--- config.mk ---
export PLATFORM = sky130hd
export DESIGN_NAME = mc_ctrl_fsm
export DESIGN_NICKNAME = d
export VERILOG_FILES = /design/src/rtl/mc_ctrl_pkg.sv /design/src/rtl/mc_ctrl_opclass.sv /design/src/rtl/mc_ctrl_next.sv /design/src/rtl/mc_ctrl_outdec.sv /design/src/rtl/mc_ctrl_fsm.sv
export SDC_FILE = /design/constraint.sdc
export NUM_CORES = 1
export LEC_CHECK = 0
export CAP_MARGIN = 20
export CORE_AREA = 2 2 39 41
export CTS_CLUSTER_SIZE = 12
export DETAILED_ROUTE_END_ITERATION = 16
export DIE_AREA = 0 0 41 43
export PLACE_DENSITY = 0.75
export RECOVER_POWER = 50
export SLEW_MARGIN = 40
export SYNTH_ARGS = -nofsm -noshare
export SYNTH_HDL_FRONTEND = slang
export SYNTH_SLANG_ARGS = --single-unit
--- constraint.sdc ---
create_clock -name clk -period 1.59 [get_ports clk]
set_clock_uncertainty 0.2 [all_clocks]
set_input_delay 0.2385 -clock clk [delete_from_list [all_inputs] [get_ports clk]]
set_output_delay 0.2385 -clock clk [all_outputs]
set_load 0.03 [all_outputs]
--- src/rtl/mc_ctrl_pkg.sv ---
// Package: shared types for the multicycle control sequencer.
// Holds the state encoding, the instruction-class encoding and the
// packed control bundle that the output decoder emits.
package mc_ctrl_pkg;

    localparam int OPW = 6;

    typedef enum logic [3:0] {
        S_FETCH  = 4'd0,
        S_DECODE = 4'd1,
        S_MADDR  = 4'd2,
        S_MREAD  = 4'd3,
        S_LDWB   = 4'd4,
        S_MWRITE = 4'd5,
        S_EXEC   = 4'd6,
        S_RWB    = 4'd7,
        S_BRANCH = 4'd8,
        S_JUMP   = 4'd9
    } state_e;

    typedef enum logic [2:0] {
        C_LOAD   = 3'd0,
        C_STORE  = 3'd1,
        C_RTYPE  = 3'd2,
        C_BRANCH = 3'd3,
        C_JUMP   = 3'd4,
        C_BAD    = 3'd5
    } op_class_e;

    typedef struct packed {
        logic       pc_wr;
        logic       pc_wr_cond;
        logic       mem_rd;
        logic       mem_wr;
        logic       ir_wr;
        logic       rf_wr;
        logic       mem_addr_sel;
        logic       alu_a_sel;
        logic [1:0] alu_b_sel;
        logic [1:0] alu_op;
        logic [1:0] pc_src;
        logic       wb_sel;
        logic       dst_sel;
    } ctrl_t;

endpackage

--- src/rtl/mc_ctrl_opclass.sv ---
// Opcode classifier: maps the raw opcode to an instruction class.
// Assumes opcode is stable while the sequencer is in decode or later states.
module mc_ctrl_opclass
    import mc_ctrl_pkg::*;
#(
    parameter int            W       = 6,
    parameter logic [W-1:0]  OP_LOAD = 6'h23,
    parameter logic [W-1:0]  OP_STOR = 6'h2B,
    parameter logic [W-1:0]  OP_RTYP = 6'h00,
    parameter logic [W-1:0]  OP_BRCH = 6'h04,
    parameter logic [W-1:0]  OP_JUMP = 6'h02
) (
    input  logic [W-1:0] opcode,
    output op_class_e    cls
);

    // Compare the opcode against each class code; unknown codes map to C_BAD.
    always_comb begin
        if (opcode == OP_LOAD)      cls = C_LOAD;
        else if (opcode == OP_STOR) cls = C_STORE;
        else if (opcode == OP_RTYP) cls = C_RTYPE;
        else if (opcode == OP_BRCH) cls = C_BRANCH;
        else if (opcode == OP_JUMP) cls = C_JUMP;
        else                        cls = C_BAD;
    end

endmodule

--- src/rtl/mc_ctrl_next.sv ---
// Next-state logic: fetch always goes to decode, decode fans out by class,
// address compute splits load from store, and every final state
// returns to fetch.
// Also flags an unknown class seen in decode.
module mc_ctrl_next
    import mc_ctrl_pkg::*;
(
    input  state_e    state,
    input  op_class_e cls,
    output state_e    nxt,
    output logic      bad_op
);

    // Compute the successor state from the present state and instruction class.
    always_comb begin
        nxt    = S_FETCH;
        bad_op = 1'b0;
        unique case (state)
            S_FETCH:  nxt = S_DECODE;
            S_DECODE: begin
                unique case (cls)
                    C_LOAD, C_STORE: nxt = S_MADDR;
                    C_RTYPE:         nxt = S_EXEC;
                    C_BRANCH:        nxt = S_BRANCH;
                    C_JUMP:          nxt = S_JUMP;
                    default: begin
                        nxt    = S_FETCH;
                        bad_op = 1'b1;
                    end
                endcase
            end
            S_MADDR:  nxt = (cls == C_LOAD) ? S_MREAD : S_MWRITE;
            S_MREAD:  nxt = S_LDWB;
            S_EXEC:   nxt = S_RWB;
            default:  nxt = S_FETCH;
        endcase
    end

endmodule

--- src/rtl/mc_ctrl_outdec.sv ---
// Moore output decoder: turns the present state into the control bundle.
// Every field starts from zero and each state sets only what it needs,
// so no strobe persists across states.
module mc_ctrl_outdec
    import mc_ctrl_pkg::*;
(
    input  state_e state,
    output ctrl_t  ctrl
);

    // Drive the per-state control fields over an all-zero default.
    always_comb begin
        ctrl = '0;
        unique case (state)
            S_FETCH: begin
                ctrl.mem_rd    = 1'b1;
                ctrl.ir_wr     = 1'b1;
                ctrl.pc_wr     = 1'b1;
                ctrl.alu_b_sel = 2'd1;
            end
            S_DECODE: ctrl.alu_b_sel = 2'd3;
            S_MADDR: begin
                ctrl.alu_a_sel = 1'b1;
                ctrl.alu_b_sel = 2'd2;
            end
            S_MREAD: begin
                ctrl.mem_rd       = 1'b1;
                ctrl.mem_addr_sel = 1'b1;
            end
            S_LDWB: begin
                ctrl.rf_wr  = 1'b1;
                ctrl.wb_sel = 1'b1;
            end
            S_MWRITE: begin
                ctrl.mem_wr       = 1'b1;
                ctrl.mem_addr_sel = 1'b1;
            end
            S_EXEC: begin
                ctrl.alu_a_sel = 1'b1;
                ctrl.alu_op    = 2'd2;
            end
            S_RWB: begin
                ctrl.rf_wr   = 1'b1;
                ctrl.dst_sel = 1'b1;
            end
            S_BRANCH: begin
                ctrl.pc_wr_cond = 1'b1;
                ctrl.alu_a_sel  = 1'b1;
                ctrl.alu_op     = 2'd1;
                ctrl.pc_src     = 2'd1;
            end
            S_JUMP: begin
                ctrl.pc_wr  = 1'b1;
                ctrl.pc_src = 2'd2;
            end
            default: ctrl = '0;
        endcase
    end

endmodule

--- src/rtl/mc_ctrl_fsm.sv ---
// Top: multicycle processor control sequencer.
// Holds the state register and the illegal-opcode pulse register, and
// wires the classifier, next-state logic and output decoder together.
// Assumes opcode comes from the instruction register written in fetch.
module mc_ctrl_fsm
    import mc_ctrl_pkg::*;
#(
    parameter int            W       = OPW,
    parameter logic [W-1:0]  OP_LOAD = 6'h23,
    parameter logic [W-1:0]  OP_STOR = 6'h2B,
    parameter logic [W-1:0]  OP_RTYP = 6'h00,
    parameter logic [W-1:0]  OP_BRCH = 6'h04,
    parameter logic [W-1:0]  OP_JUMP = 6'h02
) (
    input  logic         clk,
    input  logic         rst_n,
    input  logic [W-1:0] opcode,
    output logic         pc_wr,
    output logic         pc_wr_cond,
    output logic         mem_rd,
    output logic         mem_wr,
    output logic         ir_wr,
    output logic         rf_wr,
    output logic         mem_addr_sel,
    output logic         alu_a_sel,
    output logic [1:0]   alu_b_sel,
    output logic [1:0]   alu_op,
    output logic [1:0]   pc_src,
    output logic         wb_sel,
    output logic         dst_sel,
    output logic         illegal
);

    state_e    state_q;
    state_e    state_d;
    op_class_e cls;
    logic      bad_op;
    logic      illegal_q;
    ctrl_t     ctrl;

    mc_ctrl_opclass #(
        .W(W), .OP_LOAD(OP_LOAD), .OP_STOR(OP_STOR), .OP_RTYP(OP_RTYP),
        .OP_BRCH(OP_BRCH), .OP_JUMP(OP_JUMP)
    ) u_cls (
        .opcode (opcode),
        .cls    (cls)
    );

    mc_ctrl_next u_next (
        .state  (state_q),
        .cls    (cls),
        .nxt    (state_d),
        .bad_op (bad_op)
    );

    mc_ctrl_outdec u_dec (
        .state (state_q),
        .ctrl  (ctrl)
    );

    // State register, synchronous active-low reset into fetch.
    always_ff @(posedge clk) begin
        if (!rst_n) state_q <= S_FETCH;
        else        state_q <= state_d;
    end

    // Illegal-opcode pulse, high during the fetch that follows a bad decode.
    always_ff @(posedge clk) begin
        if (!rst_n) illegal_q <= 1'b0;
        else        illegal_q <= bad_op;
    end

    // Break the control bundle out onto the port list.
    always_comb begin
        pc_wr        = ctrl.pc_wr;
        pc_wr_cond   = ctrl.pc_wr_cond;
        mem_rd       = ctrl.mem_rd;
        mem_wr       = ctrl.mem_wr;
        ir_wr        = ctrl.ir_wr;
        rf_wr        = ctrl.rf_wr;
        mem_addr_sel = ctrl.mem_addr_sel;
        alu_a_sel    = ctrl.alu_a_sel;
        alu_b_sel    = ctrl.alu_b_sel;
        alu_op       = ctrl.alu_op;
        pc_src       = ctrl.pc_src;
        wb_sel       = ctrl.wb_sel;
        dst_sel      = ctrl.dst_sel;
        illegal      = illegal_q;
    end

endmodule

==> impl_metrics.tcl <==
set metrics [dict create \
    worst-endpoint-arrival_ns 1.25 \
    setup-violations-final 11 \
    routability_congestion_estimate 0.788 \
    die-width_microns 41 \
    number_of_flops_mapped_to_enable_cells_by_yosys 0 \
    vdd_drop_max_mv 0.428 \
    cpPeakStageDelay_ns 0.41 \
    clock_insertion_delay_at_the_later_pin_of_the_skew_report_ns 0.25 \
    hold_violations 0 \
    status "finished with violations" \
    std_cell_rows 14 \
    final_nets 112 \
    grt_first_pass_wirelength_mm 2.29 \
    fmaxAchievable_mhz 593 \
    fin_ws_ns -0.0968 \
    detailedRoute.firstPassIterationCount 4 \
    violations_in_the_final_reports "negative setup slack" \
    total_leakage_power_nw 0.464 \
    power.density_nw_per_um2 424 \
    synth.cell_area_sq_um 432 \
    cts_inserted_buffers 3 \
    top_cells_by_count_synth "8 x nor3_1, 5 x clkbuf_1, 5 x dfxtp_1, 5 x nor2_1" \
    max_slew_margin 0.781 \
    switch_share 0.334 \
    worst_setup_path_start_kind "flop" \
    critPathRequiredTime_ns 1.15 \
    yosys_most_used_dff "dfxtp_1" \
    vias_per_cell 5.19 \
    syn-instance-count 59 \
    ff2ff_path_depth 4 \
    drt_drc_violations_left 0 \
    critPathBufInv 1 \
    dieHeight_microns 43 \
    numClockSinks 5 \
    syn-num-nets 67 \
    postRouteAntennaNets 0 \
    power_frac_comb 0.382 \
    p_clk_frac 0.336 \
    dpl.hpwl_mm 1.08 \
    worst_path_dominant_cell_family "flip-flops" \
    unrepaired_setup_endpoints_after_global_routing "yes" \
    ys_types 29 \
    clock_tree.buffer_depth 2 \
    initial_utilization 0.312 \
    layout_min_cycle_time_ns 1.69 \
    tritoncts_clock_tree "done" \
    global_route.usage.total 0.193 \
    cp_cell_sequence "xor2_2 -> and2_4 -> buf_6" \
    critical_path_cell_count 3 \
    hold_depth 3 \
    synth_area_per_cell_sq_um 7.32 \
    post_drt_wl_per_cell_microns 14.4 \
    tcrit_tclk_final 1.06 \
    top_level_ports 25 \
    clock_tree.htree_level_count 1 \
    port-buffer-count 24 \
    finalWirelength_mm 1.71 \
    grt_antenna_before_repair 0 \
    drive_gt1_frac 0.680 \
    detail_route.iter0.violations 8 \
    power_internal_mw 0.308 \
    final-max-slew-violation-count 0 \
    yosys.area.top_type "dfxtp_1" \
    setup-tns-final_ns -0.594 \
    crit_path_top_delay_cell "dfxtp_4" \
    most_area_consuming_cells_after_synthesis "dfxtp_1 23%, nor3_1 9.3%, clkbuf_1 4.3%, nand2b_1 4.3%, nor2_1 4.3%" \
    async_reset_ff_frac 0 \
    endpoint_kind "output pin" \
    largest_net_degree_at_the_start_of_global_routing 11 \
    yosysWarningCount 0 \
    critical_path_class "flop to output pin" \
    via_count_of_the_first_global_routing_pass 568 \
    overflow 0 \
    design.core.area_sq_um 1380 \
    postSynthRegisterBits 5 \
    switchingPower_mw 0.155 \
    p_seq_frac 0.281 \
    n_antenna_cell 0 \
    synth_most_common_cell "nor3_1" \
    worst_setup_hold_path_clk_slew_ns 0.05 \
    vias 618 \
    yosys.area.top_type_share 0.232 \
    hold_path.class "input pin to flop" \
    postLayoutCoreUtil 0.788 \
    layout-area-overhead-vs-synth_pct 152 \
    seq_area_frac_synth 0.232 \
    worst-slew-pin-transition_ns 0.325 \
    worst-path-max-fanout 6 \
    die_area_sq_um 1760 \
    root_buffer "clkbuf_4" \
    max_cap_viol_count 0 \
]
==> tightest hold or removal path, stage by stage <==
cell            delay (ns)
dlymetal6s2s_1        0.11
buf_4                 0.13
nor4_2                0.04
==> area by class of cell <==
type,count,area (sq um)
Clock buffer,4,26.3
Fill cell,89,294
Timing Repair Buffer,46,434
Sequential cell,5,115
Multi-Input combinational cell,46,487
Inverter,2,7.51
Tap cell,16,20.0
==> logic make-up (layout without fill, tap and decap cells) <==
| kind of cell | count (synthesis) | count (layout) | share of synthesized area |
|---|---|---|---|
| simple gates | 32 | 32 | 0.444 |
| compound gates | 9 | 9 | 0.139 |
| buf+inv | 8 | 52 | 0.0783 |
| flops | 5 | 5 | 0.232 |
| xor+xnor | 4 | 4 | 0.0812 |
| mux | 1 | 1 | 0.0261 |
==> layer usage <==
metal  routed length (microns)  global-route usage  part of all wire  up-vias
met2                       972               0.347              0.57       28
met5                         0                   0                 0        -
met3                        72              0.0628             0.042        2
met4                        21              0.0800             0.012        0
met1                       644               0.185              0.38      287
li1                          -                   -                 -      301
==> state kept, by name (all words and copies together) (netlist names) <==
| signal | count |
|---|---|
| state_q | 4 |
| illegal | 1 |
==> what timing repair did <==
action / 4_1_cts / 5_1_grt
gates resized for setup: 27 / 27
setup endpoints to repair: 18 / 18
hold buffers: 0 / 0
cloned: 0 / 0
pin swaps: 3 / 8
buffers inserted: 1 / 3
==> power groups by stage <==
| stage | Sequential [mW] | Combinational, mW | Clock [mW] |
|---|---|---|---|
| 3_5_place_dp | 0.136 | 0.144 | 0 |
| 5_1_grt | 0.130 | 0.188 | 0.168 |
| 3_3_place_gp | 0.136 | 0.141 | 0 |
| 4_1_cts | 0.132 | 0.148 | 0.159 |
| 6_report | 0.130 | 0.177 | 0.155 |
| 2_1_floorplan | 0.138 | 0.0705 | 0 |
==> layout by cell type (no fill, tap or decap), drive strengths merged, types with 3 or more instances in the layout <==
cell type,Yosys,routed
buf,1,38
nor3,8,8
nor2,5,5
dfxtp,5,5
clkbuf,5,4
nand2b,3,3
dlygate4sd2,0,3
a21oi,3,3
nor4,3,3
==> stage by stage <==
stage	instances	hold WS (ns)	power (mW)	setup slack, ns	instance area (sq um)
2_1_floorplan	59	0.115	0.209	-0.117	529
6_report	119	0.116	0.462	-0.0968	1090
4_1_cts	116	0.211	0.439	-0.0778	958
3_5_place_dp	111	0.465	0.280	-0.405	846
3_3_place_gp	111	0.460	0.277	-0.363	846
5_1_grt	119	0.117	0.486	-0.137	1090
==> final timing paths <==
check | end | start | slack [ns]
max reg2reg | state_q[0]$_SDFF_PN0_ | state_q[1]$_SDFF_PN0_ | 0.01
max | alu_b_sel[1] | state_q[1]$_SDFF_PN0_ | -0.1
min | state_q[3]$_SDFF_PN0_ | opcode[4] | 0.12
min reg2reg | state_q[0]$_SDFF_PN0_ | state_q[0]$_SDFF_PN0_ | 0.40
Power figures use the tool's default switching activity.
